## src/rtl/burst_pkg.sv

```systemverilog
package burst_pkg;

  // Operation selected for the current clock; listed from lowest to highest priority.
  typedef enum logic [2:0] {
    OP_HOLD     = 3'd0,
    OP_INC      = 3'd1,
    OP_MASK_LD  = 3'd2,
    OP_CNT_LD   = 3'd3,
    OP_MASK_CLR = 3'd4,
    OP_CNT_CLR  = 3'd5,
    OP_MASTER   = 3'd6
  } burst_op_e;

endpackage

```

## src/rtl/burst_op_decode.sv

```systemverilog
module burst_op_decode
  import burst_pkg::*;
(
  input  logic      master_rst_n,
  input  logic      cnt_rst,
  input  logic      mask_rst,
  input  logic      cnt_load,
  input  logic      mask_load,
  input  logic      incr,
  output burst_op_e op
);

  // The first request that is active, in priority order, wins.
  always_comb begin
    if (!master_rst_n)  op = OP_MASTER;
    else if (cnt_rst)   op = OP_CNT_CLR;
    else if (mask_rst)  op = OP_MASK_CLR;
    else if (cnt_load)  op = OP_CNT_LD;
    else if (mask_load) op = OP_MASK_LD;
    else if (incr)      op = OP_INC;
    else                op = OP_HOLD;
  end

endmodule

```

## src/rtl/burst_step.sv

```systemverilog
module burst_step #(
  parameter int ADDR_W = 17
) (
  input  logic [ADDR_W-1:0] cur,
  input  logic [ADDR_W-1:0] mask,
  input  logic [ADDR_W-1:0] mirror,
  output logic [ADDR_W-1:0] nxt,
  output logic              at_max,
  output logic              nxt_full
);

  // Step is one when mask bit 0 counts, otherwise two.
  function automatic logic [ADDR_W-1:0] step_of(input logic [ADDR_W-1:0] m);
    return m[0] ? ADDR_W'(1) : ADDR_W'(2);
  endfunction

  // The field is full when every selected bit is one.
  function automatic logic field_full(input logic [ADDR_W-1:0] v,
                                      input logic [ADDR_W-1:0] m);
    return (v & m) == m;
  endfunction

  logic [ADDR_W-1:0] bumped;
  logic [ADDR_W-1:0] kept;

  always_comb begin
    at_max   = field_full(cur, mask);
    bumped   = ((cur & mask) + step_of(mask)) & mask;
    kept     = cur & ~mask;
    nxt      = kept | (at_max ? (mirror & mask) : bumped);
    nxt_full = field_full(nxt, mask);
  end

endmodule

```

## src/rtl/burst_addr_gen.sv

```systemverilog
module burst_addr_gen
  import burst_pkg::*;
#(
  parameter int ADDR_W = 17
) (
  input  logic              clk,
  input  logic              master_rst_n,
  input  logic              cnt_rst,
  input  logic              mask_rst,
  input  logic              cnt_load,
  input  logic              mask_load,
  input  logic              incr,
  input  logic [ADDR_W-1:0] load_data,
  output logic [ADDR_W-1:0] addr,
  output logic              cnt_int_n
);

  localparam logic [ADDR_W-1:0] ALL_ONES = {ADDR_W{1'b1}};

  burst_op_e         op_sel;
  logic [ADDR_W-1:0] cnt_q;
  logic [ADDR_W-1:0] mask_q;
  logic [ADDR_W-1:0] mirror_q;
  logic              int_n_q;
  logic [ADDR_W-1:0] step_nxt;
  logic              step_at_max;
  logic              step_full;

  burst_op_decode u_dec (
    .master_rst_n (master_rst_n),
    .cnt_rst      (cnt_rst),
    .mask_rst     (mask_rst),
    .cnt_load     (cnt_load),
    .mask_load    (mask_load),
    .incr         (incr),
    .op           (op_sel)
  );

  burst_step #(.ADDR_W(ADDR_W)) u_step (
    .cur      (cnt_q),
    .mask     (mask_q),
    .mirror   (mirror_q),
    .nxt      (step_nxt),
    .at_max   (step_at_max),
    .nxt_full (step_full)
  );

  always_ff @(posedge clk) begin
    unique case (op_sel)
      OP_MASTER: begin
        cnt_q    <= '0;
        mirror_q <= '0;
        mask_q   <= ALL_ONES;
        int_n_q  <= 1'b1;
      end
      OP_CNT_CLR: begin
        cnt_q    <= '0;
        mirror_q <= '0;
        int_n_q  <= 1'b1;
      end
      OP_MASK_CLR: begin
        mask_q  <= ALL_ONES;
        int_n_q <= 1'b1;
      end
      OP_CNT_LD: begin
        cnt_q    <= load_data;
        mirror_q <= load_data;
        int_n_q  <= 1'b1;
      end
      OP_MASK_LD: begin
        mask_q  <= load_data;
        int_n_q <= 1'b1;
      end
      OP_INC: begin
        cnt_q   <= step_nxt;
        int_n_q <= ~step_full;
      end
      default: begin
      end
    endcase
  end

  assign addr      = cnt_q;
  assign cnt_int_n = int_n_q;

endmodule

```

## config.mk

```make
export PLATFORM = sky130hd
export DESIGN_NAME = burst_addr_gen
export DESIGN_NICKNAME = d
export VERILOG_FILES = /design/src/rtl/burst_pkg.sv /design/src/rtl/burst_op_decode.sv /design/src/rtl/burst_step.sv /design/src/rtl/burst_addr_gen.sv
export SDC_FILE = /design/constraint.sdc
export NUM_CORES = 1
export LEC_CHECK = 0
export BUFFER_PORTS_ARGS = -buffer_cell sky130_fd_sc_hd__buf_2
export CAP_MARGIN = 10
export CORE_MARGIN = 4
export CORE_UTILIZATION = 54
export DETAILED_ROUTE_END_ITERATION = 16
export PLACE_DENSITY = 0.77
export SYNTH_ARGS = -nofsm -noshare
export SYNTH_HDL_FRONTEND = slang
export SYNTH_HIERARCHICAL = 1
export SYNTH_SLANG_ARGS = --single-unit
```

## constraint.sdc

```tcl
create_clock -name clk -period 3.9 [get_ports clk]
set_clock_uncertainty 0.2 [all_clocks]
set_input_delay 0.585 -clock clk [delete_from_list [all_inputs] [get_ports clk]]
set_output_delay 0.585 -clock clk [all_outputs]
set_load 0.01 [all_outputs]
```

After elaboration in Yosys (flattened, before gate mapping)

Index checks and enable logic that the tools add are counted.

Add/sub/neg operators: 1
Eq/ne operators: 8
Multiplexer cells: 12
Bitwise operators: 8
Reduce and logical (&&, ||, !) cells: 7

Operator list:

| kind                 | number |
|---|---|
| $and A17 B17 Y17     | 5 |
| $pmux W17 S2         | 2 |
| $pmux W17 S3         | 1 |
| $eq A17 B17 Y1       | 2 |
| $add A17 B17 Y17     | 1 |
| $mux W17             | 1 |
| $not A17 Y17         | 1 |
| $or A17 B17 Y17      | 1 |
| $mux W3              | 5 |
| $eq A3 B3 Y1 const B | 3 |
| $eq A3 B2 Y1 const B | 2 |
| $reduce_bool A2 Y1   | 3 |
| $reduce_or A5 Y1     | 1 |
| $reduce_or A2 Y1     | 2 |
| $eq A3 B1 Y1 const B | 1 |
| $reduce_bool A3 Y1   | 1 |
| $mux W2              | 1 |
| $pmux W1 S2          | 1 |
| $mux W1              | 1 |
| $not A1 Y1           | 1 |

Bits in registers: 52
Input bits: 24
Output and inout bits: 18
Word-level logic and storage cells: 40

Logic depth before layout (Yosys ltp)

Gate-level depths: netlist of run 1.

Word-level depth: 9
Depth in mapped cells: 12
Mapped depth without buffers: 11

Hierarchy

The synthesis of run 1 kept the hierarchy.

By module, submodules not included:

| module          | instances | cells each | area each (um^2) | seq. area each (um^2) |
|---|---|---|---|---|
| burst_addr_gen  | 1         | 145        | 2189.6           | 1561.5 |
| burst_step      | 1         | 217        | 1340.0           | 0.0 |
| burst_op_decode | 1         | 7          | 42.5             | 0.0 |

Worst setup path after synthesis of run 1

No wires, ideal clock.

Path kind: flip-flop to flip-flop
Start: register cnt_q[1], in the netlist addr[1]
End: register int_n_q, in the netlist cnt_int_n, data pin
Library setup time: 0.265 ns
Arrival time: 2.688 ns
Required time: 3.435 ns
Path slack: 0.747 ns
Cell stages (with the launch flop): 12
Buffers on the path: 1
Period minus slack after synthesis: 3.153 ns
Path through: edfxtp_1 and2_1 ha_1 a31o_2 and3_1 clkbuf_1 and4_1 and3_1 nor4_1 o221ai_1 nor4_2 nand3b_1

Word-level cells in the longest chain between the ends: 9
Elaborated cells between the ends (all ways): 11
Those cells by class: 1 x add/sub; 2 x eq/ne; 2 x mux; 6 x bitwise

Ends and longest elaborated chain:

| element                | line                               | RTL |
|---|---|---|
| start, declared        | burst_addr_gen.sv:21               | `logic [ADDR_W-1:0] cnt_q;` |
| start signal, assigned | burst_addr_gen.sv:66               | `cnt_q <= load_data;` |
| start signal, assigned | burst_addr_gen.sv:75               | `cnt_q <= step_nxt;` |
| $and A17 B17 Y17       | burst_step.sv:20, burst_step.sv:28 |  |
| $add A17 B17 Y17       | burst_step.sv:28                   | `bumped = ((cur & mask) + step_of(mask)) & mask;` |
| $and A17 B17 Y17       | burst_step.sv:28                   |  |
| $mux W17               | burst_step.sv:30                   | `nxt = kept \| (at_max ? (mirror & mask) : bumped);` |
| $or A17 B17 Y17 (*)    | burst_step.sv:30                   |  |
| $and A17 B17 Y17 (*)   | burst_step.sv:20                   | `return (v & m) == m;` |
| $eq A17 B17 Y1 (*)     | burst_step.sv:20                   |  |
| via step_full          | burst_addr_gen.sv:27               | `logic step_full;` |
| $not A1 Y1 (*)         | burst_addr_gen.sv:76               | `int_n_q <= ~step_full;` |
| $pmux W1 S2 (*)        | burst_addr_gen.sv:49               | `unique case (op_sel)` |
| end signal, assigned   | burst_addr_gen.sv:76               |  |
| end, declared          | burst_addr_gen.sv:24               | `logic int_n_q;` |

Mark *: on every way through the listed nets, which the timed path passes. The rest lies on a longest branch.
A chain may end at the register's enable or synchronous reset.

Worst setup path after layout of run 1

Start: register cnt_q[0], in the netlist addr[0]
End: register int_n_q, in the netlist cnt_int_n, data pin

Same word-level chain as after synthesis.

==> flow_metrics.env, run 1 <==
export IMPL_peakVddDrop_mv=0.238
export IMPL_wl_per_cell_um=19.4
export IMPL_min_from="load_data[8]"
export IMPL_synth_yosys_seq_area_share_pct=43.7
export IMPL_max_slew_margin_rel_pct=41.6
export IMPL_p_leak_nw=1.63
export IMPL_crit_arrival_ns=3.24
export IMPL_clkLatencyLatePin_ns=0.31
export IMPL_syn_area_um2=3570
export IMPL_synth_cell_type_count=57
export IMPL_clkPwrFrac_pct=23.0
export IMPL_antenna_found_initial=1
export IMPL_grtUsageTotal_pct=25.5
export IMPL_netSwitchingFraction_pct=31.6
export IMPL_seq_power_share_pct=55.6
export IMPL_root_buffer="clkbuf_8"
export IMPL_yosys_area_top_type_share_pct=43.7
export IMPL_gp_congestion=0.944
export IMPL_synth_common_cells="edfxtp_1 (52), nor2_1 (42), a21oi_1 (29)"
export IMPL_ys_warn_count=6
export IMPL_synth_most_common_cell="edfxtp_1"
export IMPL_first_global_vias=2909
export IMPL_drt_iter0_markers=225
export IMPL_synth_ff_type="edfxtp_1"
export IMPL_synth_area_top_cells="edfxtp_1 (44%), mux2i_1 (6.2%), nor2_1 (4.4%)"
export IMPL_required_ns=3.75
export IMPL_cts_resized=0
export IMPL_final_core_utilization_pct=61.7
export IMPL_status="finished clean"
export IMPL_h_tree_depth=2
export IMPL_die_h_um=89.3
export IMPL_r2r_start="addr[0]"
export IMPL_syn_inst=369
export IMPL_critPathTopFamily="simple AND/OR/NAND/NOR gates"
export IMPL_p_int_mw=0.933
export IMPL_start_kind="register"
export IMPL_ios=42
export IMPL_routed_via_density=6.08
export IMPL_grt_overflow=0
export IMPL_power_per_cell_area_nw_per_um2=346
export IMPL_postPlaceCellArea_um2=3850
export IMPL_hp_class="in -> reg"
export IMPL_hold_viol=0
export IMPL_num_vias=2956
export IMPL_cts_sinks=52
export IMPL_detail_route_wirelength_um=9430
export IMPL_grt_max_degree=41
export IMPL_synthArstFlopShare_pct=0
export IMPL_antenna_cells=0
export IMPL_drv_cap=0
export IMPL_clockBufferDepth=2
export IMPL_filler_cell_count=565
export IMPL_path_buf_inv=0
export IMPL_ant_nets=0
export IMPL_power_switching_mw=0.430
export IMPL_drt_pass1_iter_count=5
export IMPL_end_kind="register"
export IMPL_crit_type="reg -> reg"
export IMPL_postCtsSetupRepairBufs=0
export IMPL_yosys_area_top_type="edfxtp_1"
export IMPL_cts_tree="yes"
export IMPL_drive_gt1_share_pct=20.8
export IMPL_fmax_ghz=0.295
export IMPL_synth_edff_count=52
export IMPL_start_util_pct=55.9
export IMPL_design_area_um2=3940
export IMPL_cts_made_buffers=5
export IMPL_area_delta_synth_final_pct=10.3
export IMPL_dp_hpwl_um=6880
export IMPL_period_needed_ns=3.39
export IMPL_nNetsFinal=434
export IMPL_die_w_um=89.3
export IMPL_core_area_um2=6390
export IMPL_crit_path_cell_trace="and2_1, fa_1, nand3_1, nor4_2, and2b_1, mux2i_1, nor4_1, o221ai_1, nor4_2, nand3b_1"
export IMPL_setup_tns_ns=0
export IMPL_cp_slowest_stage_delay_ns=0.49
export IMPL_die_area_um2=7980
export IMPL_critical_path_peak_fanout=6
export IMPL_avgSynthCellArea_um2=9.68
export IMPL_setup_violations_final=0
export IMPL_clk_pin_slew_worst_paths_ns=0.10
export IMPL_fin_crit_sh_pct=86.9
export IMPL_startpoint="addr[0]"
export IMPL_slew_violations=0
export IMPL_detailedPlace_worstSlack_ns=0.588
export IMPL_grt_pass1_wl_um=15300
export IMPL_timing_final_ws_setup_ns=0.511
export IMPL_p_comb_share_pct=21.5
export IMPL_syn_num_nets=395
export IMPL_numPortBuffers=41
export IMPL_drc=0
export IMPL_critPathMostFrequentCell="nor4_2"
export IMPL_ys_seq_elements=52
export IMPL_worst_pin_slew_ns=0.875
export IMPL_ctsHoldBuffers=0
export IMPL_num_rows=29
export IMPL_rsz0062_at_grt="no"
export IMPL_power_mw=1.36
export IMPL_critPathSlowestCell="nor4_2"
[worst paths after layout]
path	endpoint	slack, ns	cells after the start
setup / recovery	cnt_int_n	0.51	10
hold / removal	mask_q[8]	0.36	2
setup reg to reg	cnt_int_n	0.51	10
hold reg to reg	addr[1]	0.60	4
[kinds of logic (layout without fill, tap and decap cells)]
| logic type | Yosys count | in the layout | share of synthesized area [%] |
|---|---|---|---|
| flops | 52 | 52 | 43.7 |
| compound gates | 83 | 83 | 15.5 |
| mux | 22 | 22 | 6.16 |
| fa+ha+maj | 2 | 2 | 0.911 |
| buf+inv | 33 | 73 | 5.08 |
| xor+xnor | 10 | 10 | 2.45 |
| simple gates | 167 | 167 | 26.2 |
[stage by stage]
stage / std cells / hold WS, ns
6_report: 486 / 0.356
4_1_cts: 486 / 0.348
5_1_grt: 486 / 0.359
3_5_place_dp: 478 / 0.560
3_3_place_gp: 478 / 0.560
2_1_floorplan: 369 / 0.514
[power by group through the flow]
stage | logic (mW) | clock network, mW | registers (mW)
after floorplan | 0.185 | 0 | 0.758
after global placement | 0.290 | 0 | 0.766
after detailed placement | 0.289 | 0 | 0.770
after CTS | 0.290 | 0.318 | 0.758
after global routing | 0.322 | 0.339 | 0.771
final | 0.293 | 0.313 | 0.758
[layout make-up]
cell class	instances	area [µm²]	area share [%]
Clock buffer	5	68.8	1.75
Sequential cell	52	1560	39.6
Tap cell	77	96.3	2.45
Inverter	16	60.1	1.52
Clock inverter	3	18.8	0.476
Timing Repair Buffer	49	278	7.05
Multi-Input combinational cell	284	1860	47.1
[per-layer routing]
layer,GRT usage (%),share of wire [%],vias to the layer above
li1,-,-,1447
met1,36.1,46,1397
met2,40.8,46,97
met3,3.78,5.9,13
met4,7.04,1.5,2
met5,0,0.074,-
[state kept, by name, summed over array words and instances (netlist names)]
signal     flops
mirror_q      17
cnt_int_n      1
mask_q        17
addr          17
[cells in the final DEF (no fill, tap or decap), types with 2 or more instances in the layout]
cell type	instances
o21ai_0	11
nor3_1	6
xnor2_1	5
a21oi_1	29
o22ai_1	5
nand3_1	9
clkbuf_8	5
mux2i_1	22
o221ai_1	3
o2111ai_1	3
clkinv_1	2
buf_2	41
or2b_2	8
nor4_2	2
and4_1	2
edfxtp_1	52
buf_4	7
nand4_1	7
or2b_1	4
a22o_1	3
and2_1	3
nor2_1	42
and3_1	21
nor2b_1	2
xor2_1	4
inv_1	15
nand2_1	27
o31ai_1	3
nor4_1	4
a31o_2	7
o21a_1	4
nand2b_1	19
nand3b_1	2
a211oi_1	2
clkinvlp_4	2
No activity file was read; power rests on OpenSTA's default activity.
==> run 2: changes to the inputs <==
--- a/config.mk
+++ b/config.mk
@@ -7,10 +7,12 @@
 export LEC_CHECK = 0
 export BUFFER_PORTS_ARGS = -buffer_cell sky130_fd_sc_hd__buf_2
 export CAP_MARGIN = 10
+export CELL_PAD_IN_SITES_DETAIL_PLACEMENT = 1
+export CELL_PAD_IN_SITES_GLOBAL_PLACEMENT = 2
 export CORE_MARGIN = 4
-export CORE_UTILIZATION = 54
+export CORE_UTILIZATION = 37
 export DETAILED_ROUTE_END_ITERATION = 16
-export PLACE_DENSITY = 0.77
+export PLACE_DENSITY = 0.82
 export SYNTH_ARGS = -nofsm -noshare
 export SYNTH_HDL_FRONTEND = slang
 export SYNTH_HIERARCHICAL = 1
==> run 2 against run 1 <==
Effect of this change:
- first-iteration DRC count shrank 33%
- final cell count is 11% higher
- wire length grew 17%
- combinational power up 4%
- design area up 1.5%
- maximum frequency down 2.6%
- die area rose by 41%
- critical endpoint unchanged
==> flow_metrics.env, run 2 (synthesis results as in run 1) <==
export IMPL_status="finished clean"
export IMPL_drt_iter0_markers=150
export IMPL_grt_max_degree=42
export IMPL_critPathTopFamily="simple AND/OR/NAND/NOR gates"
export IMPL_grtUsageMet3_pct=2.67
export IMPL_core_area_um2=9330
export IMPL_final_common_cell="edfxtp_1"
export IMPL_start_util_pct=38.3
export IMPL_start_kind="register"
export IMPL_fmax_ghz=0.288
export IMPL_min_to="mask_q[3]"
export IMPL_crit_path_cell_trace="and2_1, fa_1, nand3_1, nor4_2, and2b_1, mux2i_1, nor4_1, o221ai_1, nor4_2, nand3b_1"
export IMPL_critical_path_peak_fanout=6
export IMPL_p_leak_nw=1.64
export IMPL_end_kind="register"
export IMPL_met2_usage_pct=33.2
export IMPL_setup_tns_ns=0
export IMPL_power_per_cell_area_nw_per_um2=343
export IMPL_clockBufferDepth=2
export IMPL_crit_cells=10
export IMPL_antenna_cells=0
export IMPL_min_path_cells=2
export IMPL_num_rows=35
export IMPL_max_slew_margin_rel_pct=50.5
export IMPL_wl_per_cell_um=20.5
export IMPL_drv_cap=0
export IMPL_period_needed_ns=3.48
export IMPL_cts_made_buffers=5
export IMPL_h_tree_depth=2
export IMPL_r2r_end="cnt_int_n"
export IMPL_final_core_utilization_pct=42.9
export IMPL_power_mw=1.37
export IMPL_numPortBuffers=41
export IMPL_r2r_slack_ns=0.42
export IMPL_cts_resized=0
export IMPL_critPathMostFrequentCell="nor4_2"
export IMPL_ant_nets=0
export IMPL_clkLatencyLatePin_ns=0.31
export IMPL_die_h_um=106
export IMPL_clk_pin_slew_worst_paths_ns=0.10
export IMPL_hold_viol=0
export IMPL_layout_common_cells="edfxtp_1 (52), nor2_1 (42), buf_2 (41), a21oi_1 (29), nand2_1 (27)"
export IMPL_grt_busiest_layer="met2"
export IMPL_root_buffer="clkbuf_8"
export IMPL_fin_crit_sh_pct=89.2
export IMPL_rsz0062_at_grt="no"
export IMPL_antenna_found_initial=0
export IMPL_grt_overflow=0
export IMPL_r2r_cells=10
export IMPL_setup_violations_final=0
export IMPL_min_from="load_data[3]"
export IMPL_r2r_start="addr[0]"
export IMPL_crit_type="reg -> reg"
export IMPL_hp_class="in -> reg"
export IMPL_grtUsageTotal_pct=20.2
export IMPL_crit_arrival_ns=3.33
export IMPL_required_ns=3.75
export IMPL_drc=0
export IMPL_cp_slowest_stage_delay_ns=0.53
export IMPL_ios=42
export IMPL_num_vias=3021
export IMPL_drive_gt1_share_pct=21.0
export IMPL_grt_use_met1_pct=28.6
export IMPL_peakVddDrop_mv=0.140
export IMPL_cts_sinks=52
export IMPL_cts_tree="yes"
export IMPL_grt_pass1_wl_um=17500
export IMPL_path_buf_inv=0
export IMPL_critPathSlowestCell="nor4_2"
export IMPL_nNetsFinal=436
export IMPL_die_w_um=106
export IMPL_die_area_um2=11300
export IMPL_first_global_vias=3067
export IMPL_dp_hpwl_um=8400
export IMPL_worst_pin_slew_ns=0.742
export IMPL_postCtsSetupRepairBufs=0
export IMPL_gp_congestion=0.919
export IMPL_slew_violations=0
export IMPL_drt_pass1_iter_count=4
export IMPL_area_delta_synth_final_pct=11.9
export IMPL_ctsHoldBuffers=0
export IMPL_routed_via_density=5.60
export IMPL_detail_route_wirelength_um=11100
## run 2: cell types whose count changed in the layout (fill, tap and decap cells not counted)
cell / previous run / this run
clkinv_2: 0 / 1
buf_12: 1 / 0
buf_4: 7 / 10
clkinvlp_4: 2 / 0
clkinv_1: 2 / 1
clkbuf_1: 0 / 1
## run 2: worst max path at each step
stage	to	slack [ns]	start
3_3_place_gp	cnt_int_n	0.62	addr[0]
3_5_place_dp	cnt_int_n	0.49	addr[0]
5_1_grt	cnt_int_n	0.1	addr[0]
6_report	cnt_int_n	0.42	addr[0]
4_1_cts	cnt_int_n	0.46	addr[0]
2_1_floorplan	cnt_int_n	0.75	addr[1]
## run 2: layout make-up
class                           count  area [µm²]
Inverter                           16        60.1
Sequential cell                    52        1560
Fill cell                        1124        5330
Clock buffer                        6        72.6
Tap cell                          129         161
Timing Repair Buffer               51         280
Clock inverter                      1        5.00
Multi-Input combinational cell    284        1860
## run 2: worst register-to-register path: stages (launching register included)
cell and delay, ns:
edfxtp_1 0.43, and2_1 0.23, fa_1 0.28, nand3_1 0.19, nor4_2 0.53, and2b_1 0.29, mux2i_1 0.12, nor4_1 0.37
o221ai_1 0.21, nor4_2 0.26, nand3b_1 0.10
## run 2: per-stage QoR
stage	cell area, µm²	std cells	hold slack, ns	worst slack (ns)
floorplan	3570	369	0.514	0.747
finish	4000	539	0.356	0.422
CTS	4000	539	0.354	0.464
global route	4000	539	0.356	0.0973
detailed placement	3920	532	0.621	0.490
global placement	3920	532	0.598	0.615
## run 2: power breakdown
part | internal [mW] | switching, mW
logic | 0.126 | 0.178
clock network | 0.123 | 0.183
registers | 0.686 | 0.0764
total | 0.935 | 0.438
## run 2: per-layer routing
metal,up-vias,routed length (µm)
met5,-,0
met4,0,98
met3,9,517
met2,62,5250
met1,1501,5210
li1,1449,-
